## config.mk

```make
export PLATFORM = sky130hd
export DESIGN_NAME = sdtune_ctrl_reg
export DESIGN_NICKNAME = d
export VERILOG_FILES = /design/src/rtl/sdtune_pkg.sv /design/src/rtl/sdtune_mode_dec.sv /design/src/rtl/sdtune_wrap.sv /design/src/rtl/sdtune_upd_seq.sv /design/src/rtl/sdtune_ctrl_reg.sv
export SDC_FILE = /design/constraint.sdc
export NUM_CORES = 1
export LEC_CHECK = 0
export ABC_AREA = 1
export BUFFER_PORTS_ARGS = -buffer_cell sky130_fd_sc_hd__buf_2
export CORE_MARGIN = 3
export CORE_UTILIZATION = 30
export DETAILED_ROUTE_END_ITERATION = 6
export PLACE_DENSITY = 0.61
export RECOVER_POWER = 50
export SYNTH_ARGS = -nofsm -noshare
export SYNTH_HDL_FRONTEND = slang
export SYNTH_SLANG_ARGS = --single-unit
```

## constraint.sdc

```tcl
create_clock -name clk_i -period 1.3 [get_ports clk_i]
set_input_delay 0.195 -clock clk_i [delete_from_list [all_inputs] [get_ports clk_i]]
set_output_delay 0.195 -clock clk_i [all_outputs]
set_load 0.1 [all_outputs]
```

## src/rtl/sdtune_pkg.sv

```systemverilog
package sdtune_pkg;
  localparam int unsigned REG_W     = 32;
  localparam int unsigned MODE_LSB  = 0;
  localparam int unsigned MODE_W    = 3;
  localparam int unsigned TUNE_LSB  = 8;
  localparam int unsigned TUNE_W    = 6;
  localparam int unsigned UPD_BIT   = 15;

  typedef enum logic [MODE_W-1:0] {
    SPD_SD       = 3'd0,
    SPD_MMC_SDR  = 3'd2,
    SPD_MMC_DDR  = 3'd3,
    SPD_HS200    = 3'd4,
    SPD_HS400    = 3'd5,
    SPD_HS400_ES = 3'd6
  } speed_e;
endpackage

```

## src/rtl/sdtune_mode_dec.sv

```systemverilog
module sdtune_mode_dec
  import sdtune_pkg::*;
(
  input  logic              clk_i,
  input  logic              rst_ni,
  input  logic [MODE_W-1:0] raw_i,
  output speed_e            mode_o,
  output logic              strobe_o
);
  always_comb begin
    unique case (raw_i)
      3'd2:    mode_o = SPD_MMC_SDR;
      3'd3:    mode_o = SPD_MMC_DDR;
      3'd4:    mode_o = SPD_HS200;
      3'd5:    mode_o = SPD_HS400;
      3'd6:    mode_o = SPD_HS400_ES;
      default: mode_o = SPD_SD;   // 0, 1 and 7
    endcase
  end

  assign strobe_o = (raw_i == 3'd6);


  reserved_code_chk: assert property (@(posedge clk_i) disable iff (!rst_ni)
    (mode_o != 3'd1) && (mode_o != 3'd7));

  strobe_mode_chk: assert property (@(posedge clk_i) disable iff (!rst_ni)
    strobe_o |-> (mode_o == SPD_HS400_ES));
endmodule

```

## src/rtl/sdtune_wrap.sv

```systemverilog
module sdtune_wrap #(
  parameter int unsigned W     = 6,
  parameter int unsigned LIMIT = 43
) (
  input  logic [W-1:0] raw_i,
  output logic [W-1:0] eff_o
);
  // one subtraction is enough while 2*LIMIT exceeds the code range
  localparam logic [W-1:0] LIM = W'(LIMIT);
  assign eff_o = (raw_i >= LIM) ? raw_i - LIM : raw_i;
endmodule

```

## src/rtl/sdtune_upd_seq.sv

```systemverilog
module sdtune_upd_seq #(
  parameter int unsigned LATENCY = 8
) (
  input  logic clk_i,
  input  logic rst_ni,
  input  logic start_i,
  output logic busy_o,
  output logic done_o
);
  localparam int unsigned CNT_W = $clog2(LATENCY + 1);
  localparam logic [CNT_W-1:0] CNT_LOAD = CNT_W'(LATENCY);

  logic [CNT_W-1:0] cnt_q;
  logic             busy_q;

  always_ff @(posedge clk_i or negedge rst_ni) begin
    if (!rst_ni) begin
      busy_q <= 1'b0;
      cnt_q  <= '0;
    end else if (busy_q) begin
      if (cnt_q == CNT_W'(1)) begin
        busy_q <= 1'b0;
        cnt_q  <= '0;
      end else begin
        cnt_q <= cnt_q - CNT_W'(1);
      end
    end else if (start_i) begin
      busy_q <= 1'b1;
      cnt_q  <= CNT_LOAD;
    end
  end

  assign busy_o = busy_q;
  assign done_o = busy_q && (cnt_q == CNT_W'(1));


  busy_hold_chk: assert property (@(posedge clk_i) disable iff (!rst_ni)
    (busy_q && !done_o) |=> busy_q);

  done_clear_chk: assert property (@(posedge clk_i) disable iff (!rst_ni)
    done_o |=> !busy_q);

  start_busy_chk: assert property (@(posedge clk_i) disable iff (!rst_ni)
    (start_i && !busy_q) |=> busy_q);

  no_restart_chk: assert property (@(posedge clk_i) disable iff (!rst_ni)
    (busy_q && !done_o) |=> (cnt_q == $past(cnt_q) - CNT_W'(1)));

  cnt_range_chk: assert property (@(posedge clk_i) disable iff (!rst_ni)
    cnt_q <= CNT_LOAD);
endmodule

```

## src/rtl/sdtune_ctrl_reg.sv

```systemverilog
module sdtune_ctrl_reg
  import sdtune_pkg::*;
#(
  parameter int unsigned UPD_LATENCY = 8,
  parameter int unsigned TUNE_LIMIT  = 43
) (
  input  logic             clk_i,
  input  logic             rst_ni,
  input  logic             wr_en_i,
  input  logic [REG_W-1:0] wdata_i,
  output logic [REG_W-1:0] rdata_o,
  output logic [MODE_W-1:0] speed_mode_o,
  output logic             strobe_en_o,
  output logic [TUNE_W-1:0] tune_active_o
);
  localparam int unsigned MAX_EFF = TUNE_LIMIT - 1;

  logic [MODE_W-1:0] mode_q;
  logic [TUNE_W-1:0] tune_q, active_q, tune_eff;
  logic              upd_busy, upd_done, upd_start;
  speed_e            mode_dec;

  assign upd_start = wr_en_i && wdata_i[UPD_BIT];

  always_ff @(posedge clk_i or negedge rst_ni) begin
    if (!rst_ni) begin
      mode_q <= '0;
      tune_q <= '0;
    end else if (wr_en_i) begin
      mode_q <= wdata_i[MODE_LSB +: MODE_W];
      tune_q <= wdata_i[TUNE_LSB +: TUNE_W];
    end
  end

  always_ff @(posedge clk_i or negedge rst_ni) begin
    if (!rst_ni)       active_q <= '0;
    else if (upd_done) active_q <= tune_eff;
  end

  sdtune_upd_seq #(.LATENCY(UPD_LATENCY)) u_seq (
    .clk_i   (clk_i),
    .rst_ni  (rst_ni),
    .start_i (upd_start),
    .busy_o  (upd_busy),
    .done_o  (upd_done)
  );

  sdtune_wrap #(.W(TUNE_W), .LIMIT(TUNE_LIMIT)) u_wrap (
    .raw_i (tune_q),
    .eff_o (tune_eff)
  );

  sdtune_mode_dec u_dec (
    .clk_i    (clk_i),
    .rst_ni   (rst_ni),
    .raw_i    (mode_q),
    .mode_o   (mode_dec),
    .strobe_o (strobe_en_o)
  );

  always_comb begin
    rdata_o                        = '0;
    rdata_o[MODE_LSB +: MODE_W]    = mode_q;
    rdata_o[TUNE_LSB +: TUNE_W]    = tune_q;
    rdata_o[UPD_BIT]               = upd_busy;
  end

  assign speed_mode_o  = mode_dec;
  assign tune_active_o = active_q;


  active_stable_chk: assert property (@(posedge clk_i) disable iff (!rst_ni)
    !upd_done |=> $stable(active_q));

  eff_range_chk: assert property (@(posedge clk_i) disable iff (!rst_ni)
    active_q <= TUNE_W'(MAX_EFF));

  reserved_zero_chk: assert property (@(posedge clk_i) disable iff (!rst_ni)
    (rdata_o[REG_W-1:UPD_BIT+1] == '0) && (rdata_o[UPD_BIT-1:TUNE_LSB+TUNE_W] == '0)
    && (rdata_o[TUNE_LSB-1:MODE_LSB+MODE_W] == '0));

  tune_keep_chk: assert property (@(posedge clk_i) disable iff (!rst_ni)
    !wr_en_i |=> $stable(tune_q) && $stable(mode_q));
endmodule

```

==> results by group, run 1 <==
Critical path
  – Crit start category: register
  – Worst setup EP type: output pin
  – WP data required: 1110 ps
  – Worst R2R Start: tune_q[1]
  – R2R setup slack: 0 ps
  – Crit path max fanout: 3
  – RR Endpoint: tune_active_o[3]
  – Worst Setup EP: speed_mode_o[2]
  – Crit. Startpoint: mode_q[1]
  – WS Path Type: reg -> out
  – Worst R2R Path Depth: 8
  – Crit path DAT: 1230 ps

Drt
  – DRT Pass-1 Iters: 5
  – DRC: 0
  – Vias per cell: 4.02
  – DR iter-0 viols: 12
  – Via count: 925
  – Per-cell routed wire length: 10.2 um
  – Drt total wl: 2.34 mm
  – Final antenna-violating net count: 0

CTS
  – CTS tree: done
  – Clock buffer depth: 2
  – Clk Latency, worst-skew pair: 260 ps
  – CTS root buffer: clkbuf_8
  – Clk sinks: 20
  – Clk slew on worst S/H paths: 70 ps
  – H-tree Lvls: 1
  – CTS buffer count: 3

Place
  – DP Area: 1660 um^2
  – PortBufs: 32
  – GP Congestion: 0.738
  – DP Wirelength: 1.92 mm

Finish
  – Multi-input gate area: 609 um^2
  – Post-route design area: 1810 um^2
  – Fill count: 363
  – Post-layout util: 48.3%
  – Layout cells sized above 1: 44.0%
  – Area growth from synthesis to layout: 51.8%
  – Number of diodes: 0
  – FF/Latch Area: 522 um^2
  – Nets: 221

Power and ir drop
  – VDD IR-drop max: 0.00101 V
  – Static leakage: 0.892 nW
  – Psw: 2.10 mW
  – Sw Share: 52.4%
  – Sequential share of power: 25.0%
  – Clock share of power: 15.1%
  – Power share of the combinational group: 59.9%
  – Pwr/cell area: 2220 nW/um^2
  – Internal power: 1.91 mW

Flow run
  – MaxCap Viol Count: 0

Timing
  – Final setup fails: 5
  – Clock Skew: 7.61 ps
  – RSZ-0062 raised after global routing: true
  – Peak Freq: 0.703 GHz
  – Setup ws final: -123 ps
  – Minimum clock period: 1420 ps
  – Pins over their slew limit: 0
  – Part of the cycle the worst path needs: 109%
  – Fin. Hold Viols: 0

Logic synthesis
  – Synth unique cells: 25
  – Post-Syn Area per Cell: 8.57 um^2
  – Synth cell count leaders: 35 x nand2_1, 24 x buf_4, 20 x dfrtp_1
  – Cell taking the most area after synthesis: dfrtp_1
  – Top_reg_cell synth: dfrtp_1
  – EDFF count, synth: 0
  – Synth warn: 0
  – Seq/Total Area, Yosys: 42.0%
  – Post-synthesis register bit count: 20
  – Mapped Area: 1190 um^2
  – Syn Inst Count: 139
  – Main area contributors after synthesis: dfrtp_1 42%, buf_4 15%, nand2_1 11%
  – Most common cell in the netlist: nand2_1
  – Post-synth ARST share: 100%
  – Synth top area share: 42.0%

Die
  – Die Height: 69.0 um
  – Core Box Area: 3740 um^2
  – Die ar.: 4760 um^2
  – Width of the die: 69.0 um
  – Starting density of the core: 31.8%
  – Ports: 77
  – # rows: 22

Global route
  – Initial antenna violation count: 0
  – Vias in the first global route: 915
  – First-pass GRT wire length: 4.14 mm
  – Largest net degree at the start of global routing: 21
  – Grt ovf: 0
  – Total GRT Usage: 10.7%

Run status
  – Violated checks: negative setup slack
  – Status: finished, violations left

Hold path
  – Worst hold path class: in -> reg
[power by group through the flow]
stage	Sequential, mW	Combinational [mW]	Clock, mW
2_1_floorplan	1.80	1.05	0
4_1_cts	1.00	2.40	0.626
6_report	1.00	2.40	0.605
5_1_grt	1.04	2.54	0.660
3_3_place_gp	1.01	2.36	0
3_5_place_dp	1.02	2.37	0
[final cells by class]
| type | count | share of cell area, % |
|---|---|---|
| clock buffers | 3 | 2.28 |
| clock inverters | 1 | 1.66 |
| inverters | 14 | 3.32 |
| multi-input cells | 101 | 33.7 |
| flip-flops and latches | 20 | 28.9 |
| well taps | 48 | 3.32 |
| repair buffers | 43 | 26.9 |
[layout by cell type, fill, tap and decap left out, types with 2 or more instances in the layout]
cell type	synthesis	final
dfrtp_2	0	2
conb_1	1	22
inv_1	11	8
inv_4	1	3
nand2_2	3	4
buf_6	0	4
buf_4	24	6
buf_12	0	15
mux2_2	2	2
o22ai_1	2	2
o21ai_2	3	2
o21ai_0	10	8
xnor2_1	2	2
a21oi_4	0	3
nand2_1	35	33
nand2_4	1	2
dfrtp_1	20	13
clkbuf_8	0	3
dfrtp_4	0	5
nand3_1	8	7
inv_2	2	3
buf_2	1	16
o21ai_1	0	2
ha_1	3	2
[how the worst min path moves through the flow]
| stage | cells past startpoint | to | startpoint | slack, ps |
|---|---|---|---|---|
| 2_1_floorplan | 0 | tune_active_o[0] | rst_ni | -100 |
| 5_1_grt | 3 | tune_q[5] | wdata_i[13] | 140 |
| 3_5_place_dp | 1 | tune_active_o[5] | rst_ni | 170 |
| 4_1_cts | 3 | tune_q[4] | wdata_i[12] | 130 |
| 6_report | 3 | tune_q[4] | wdata_i[12] | 140 |
| 3_3_place_gp | 1 | mode_q[1] | rst_ni | 170 |
[worst max-delay path, stage by stage, from the launching register on]
cell and delay, ps:
dfrtp_4 500, buf_6 140, a21oi_4 140, buf_12 190
[stage by stage]
step	power, mW	setup WS [ps]	setup TNS [ps]	hold slack, ps	std cells
4_1_cts	4.03	-135	-610	133	230
2_1_floorplan	2.85	-424	-1710	-101	160
6_report	4.01	-123	-518	141	230
3_5_place_dp	3.39	34.1	0	172	221
5_1_grt	4.24	-183	-1060	140	230
3_3_place_gp	3.37	44.3	0	168	221
[kinds of logic (layout without fill, tap and decap cells)]
kind of cell | after synthesis | in the layout | synth area share (%)
XOR/XNOR | 3 | 3 | 2.21
other | 1 | 22 | 0.315
adder cells (fa/ha/maj) | 3 | 3 | 3.15
buffers and inverters | 39 | 61 | 20.2
AO/OA/AOI/OAI | 19 | 19 | 9.45
multiplexers | 2 | 2 | 1.89
flip-flops | 20 | 20 | 42.0
AND/OR/NAND/NOR | 52 | 52 | 20.8
[per-layer routing]
metal	global-route usage [%]	part of all wire [%]	up-vias
met3	3.21	7.3	6
li1	-	-	480
met4	4.56	1.5	0
met1	12.8	41	402
met5	0	0	-
met2	17.7	50	37
[registers in the layout (all words and copies together), names as in the netlist]
name,count
tune_active_o,6
u_seq.cnt_q,4
u_seq.busy_o,1
tune_q,6
mode_q,3
[timing repair]
action | CTS | global route
hold buffers | 1 | 0
buffers inserted | 4 | 0
endpoints found under the hold margin | 20 | 0
resized for setup | 3 | 8
endpoints found under the setup margin | 4 | 12
pin swaps | 2 | 2
Note: power is estimated with default switching activity, not from simulation.
==> run 2: changes to the inputs <==
PLACE_DENSITY = unset   (was 0.61)
==> results by group, run 2 (same netlist as run 1, synthesis figures left out) <==
Global route
  – Initial antenna violation count: 0 (unchanged)
  – Grt ovf: 0 (unchanged)
  – Largest net degree at the start of global routing: 21 (unchanged)
  – Total GRT Usage: 10.5% (-0.22 points)
  – Vias in the first global route: 870 (-4.9%)
  – First-pass GRT wire length: 4.04 mm (-2.3%)

Timing
  – Peak Freq: 0.696 GHz (-0.94%)
  – Setup ws final: -136 ps (-13.5 ps)
  – Fin. Hold Viols: 0 (unchanged)
  – Pins over their slew limit: 0 (unchanged)
  – Slew margin rel.: 65.6%
  – Part of the cycle the worst path needs: 110% (+1.0 points)
  – Minimum clock period: 1440 ps (+13.5 ps)
  – Clock Skew: 7.01 ps (-0.607 ps)
  – Hold slack: 133 ps (-8.15 ps)
  – RSZ-0062 raised after global routing: true
  – Worst-Margin Slew: 516 ps
  – Final setup fails: 5 (unchanged)

Place
  – DP Wirelength: 1.93 mm (+0.34%)
  – GP Congestion: 0.782 (+6.0%)
  – PortBufs: 32 (unchanged)

Drt
  – Per-cell routed wire length: 10.7 um (+4.7%)
  – DR iter-0 viols: 40 (+28)
  – DRT Pass-1 Iters: 4 (-1)
  – Vias per cell: 4.24 (+5.4%)
  – Final antenna-violating net count: 0 (unchanged)
  – DRC: 0 (unchanged)
  – Drt total wl: 2.47 mm (+5.6%)
  – Via count: 983 (+6.3%)

Die
  – Width of the die: 69.0 um (unchanged)
  – # rows: 22 (unchanged)
  – Starting density of the core: 31.8% (unchanged)
  – Die Height: 69.0 um (unchanged)
  – Ports: 77 (unchanged)
  – Die ar.: 4760 um^2 (unchanged)
  – Core Box Area: 3740 um^2 (unchanged)

Critical path
  – Worst setup EP type: output pin
  – Crit path DAT: 1240 ps (about the same)
  – Crit path max fanout: 4 (+1)
  – WS Path Type: reg -> out
  – WP data required: 1110 ps (about the same)
  – Crit start category: register

Finish
  – Most common cell after layout, fill and taps aside: nand2_1
  – Nets: 223 (+0.90%)
  – Layout cells sized above 1: 45.1% (+1.2 points)
  – Number of diodes: 0 (unchanged)
  – Post-layout util: 48.2% (-0.067 points)
  – Area growth from synthesis to layout: 51.6%
  – Fill count: 355 (-2.2%)
  – Commonest cells after routing, fill and taps aside: 31 x nand2_1, 22 x conb_1, 18 x buf_2

CTS
  – CTS buffer count: 3 (unchanged)
  – H-tree Lvls: 1 (unchanged)
  – Clk slew on worst S/H paths: 80 ps (about the same)
  – Clk sinks: 20 (unchanged)
  – Clk Latency, worst-skew pair: 260 ps (about the same)
  – Clock buffer depth: 2 (unchanged)
  – CTS tree: done
  – CTS root buffer: clkbuf_8

Power and ir drop
  – VDD IR-drop max: 0.000846 V (-16%)
  – Total power: 3.96 mW (-1.3%)
  – Static leakage: 0.896 nW (+0.49%)
  – Pwr/cell area: 2190 nW/um^2 (-1.1%)

Flow run
  – MaxCap Viol Count: 0 (unchanged)

Hold path
  – Worst hold path class: in -> reg

Run status
  – Violated checks: negative setup slack
  – Status: finished, violations left
-- run 2: cell types whose count changed in the layout (fill, tap and decap cells not counted), sizes merged --
cell / previous run / this run
buf: 41 / 43
-- run 2: per-stage QoR --
| step | setup TNS [ps] | cell area (um^2) | instances | setup WS [ps] |
|---|---|---|---|---|
| final | -552 | 1810 | 232 | -136 |
| after global routing | -1040 | 1810 | 232 | -186 |
| after CTS | -587 | 1770 | 232 | -137 |
| after detailed placement | 0 | 1640 | 222 | 30.2 |
| after global placement | 0 | 1640 | 222 | 45.3 |
| after floorplan | -1710 | 1360 | 160 | -424 |
-- run 2: worst max-delay path: stages, from the launching register on --
cell and delay, ps:
dfrtp_4 490, buf_4 160, a21oi_4 140, buf_12 190
-- run 2: power breakdown --
part	total [mW]	internal [mW]	switching, mW	leakage (nW)
Clock	0.631	0.411	0.219	0.0357
Combinational	2.35	0.596	1.76	0.627
Sequential	0.973	0.823	0.150	0.233
Total	3.96	1.83	2.13	0.896
-- run 2: cell type report --
cell class	instances	area (um^2)	share of cell area (%)
Tap cell	48	60.1	3.33
Sequential cell	20	522	28.9
Timing Repair Buffer	45	478	26.5
Inverter	14	60.1	3.33
Clock buffer	3	41.3	2.29
Multi-Input combinational cell	101	614	34.0
Clock inverter	1	30.0	1.66
-- run 2: final timing paths --
path                                     to             start  cells past startpoint  slack (ps)
hold reg to reg            tune_active_o[2]  tune_active_o[2]                      2         480
setup / recovery            speed_mode_o[0]         mode_q[2]                      3        -140
min in group asynchronous  tune_active_o[4]            rst_ni                      2         430
max in group asynchronous         mode_q[1]            rst_ni                      2         480
setup reg to reg           tune_active_o[3]         tune_q[1]                      8          20
hold / removal                    tune_q[4]       wdata_i[12]                      3         130
-- run 2: layer usage --
metal	vias up	GRT usage, %	wire length, um
met2	37	16.4	1190
li1	481	-	-
met3	2	2.48	156
met5	-	0	0
met4	0	3.90	27
met1	463	14.0	1100
-- run 2: what timing repair did --
action | in CTS | in global routing
pin swaps | 3 | 3
setup endpoints to repair | 7 | 12
endpoints found under the hold margin | 20 | 0
resized for setup | 5 | 9
setup buffers | 5 | 0
hold buffers | 1 | 0
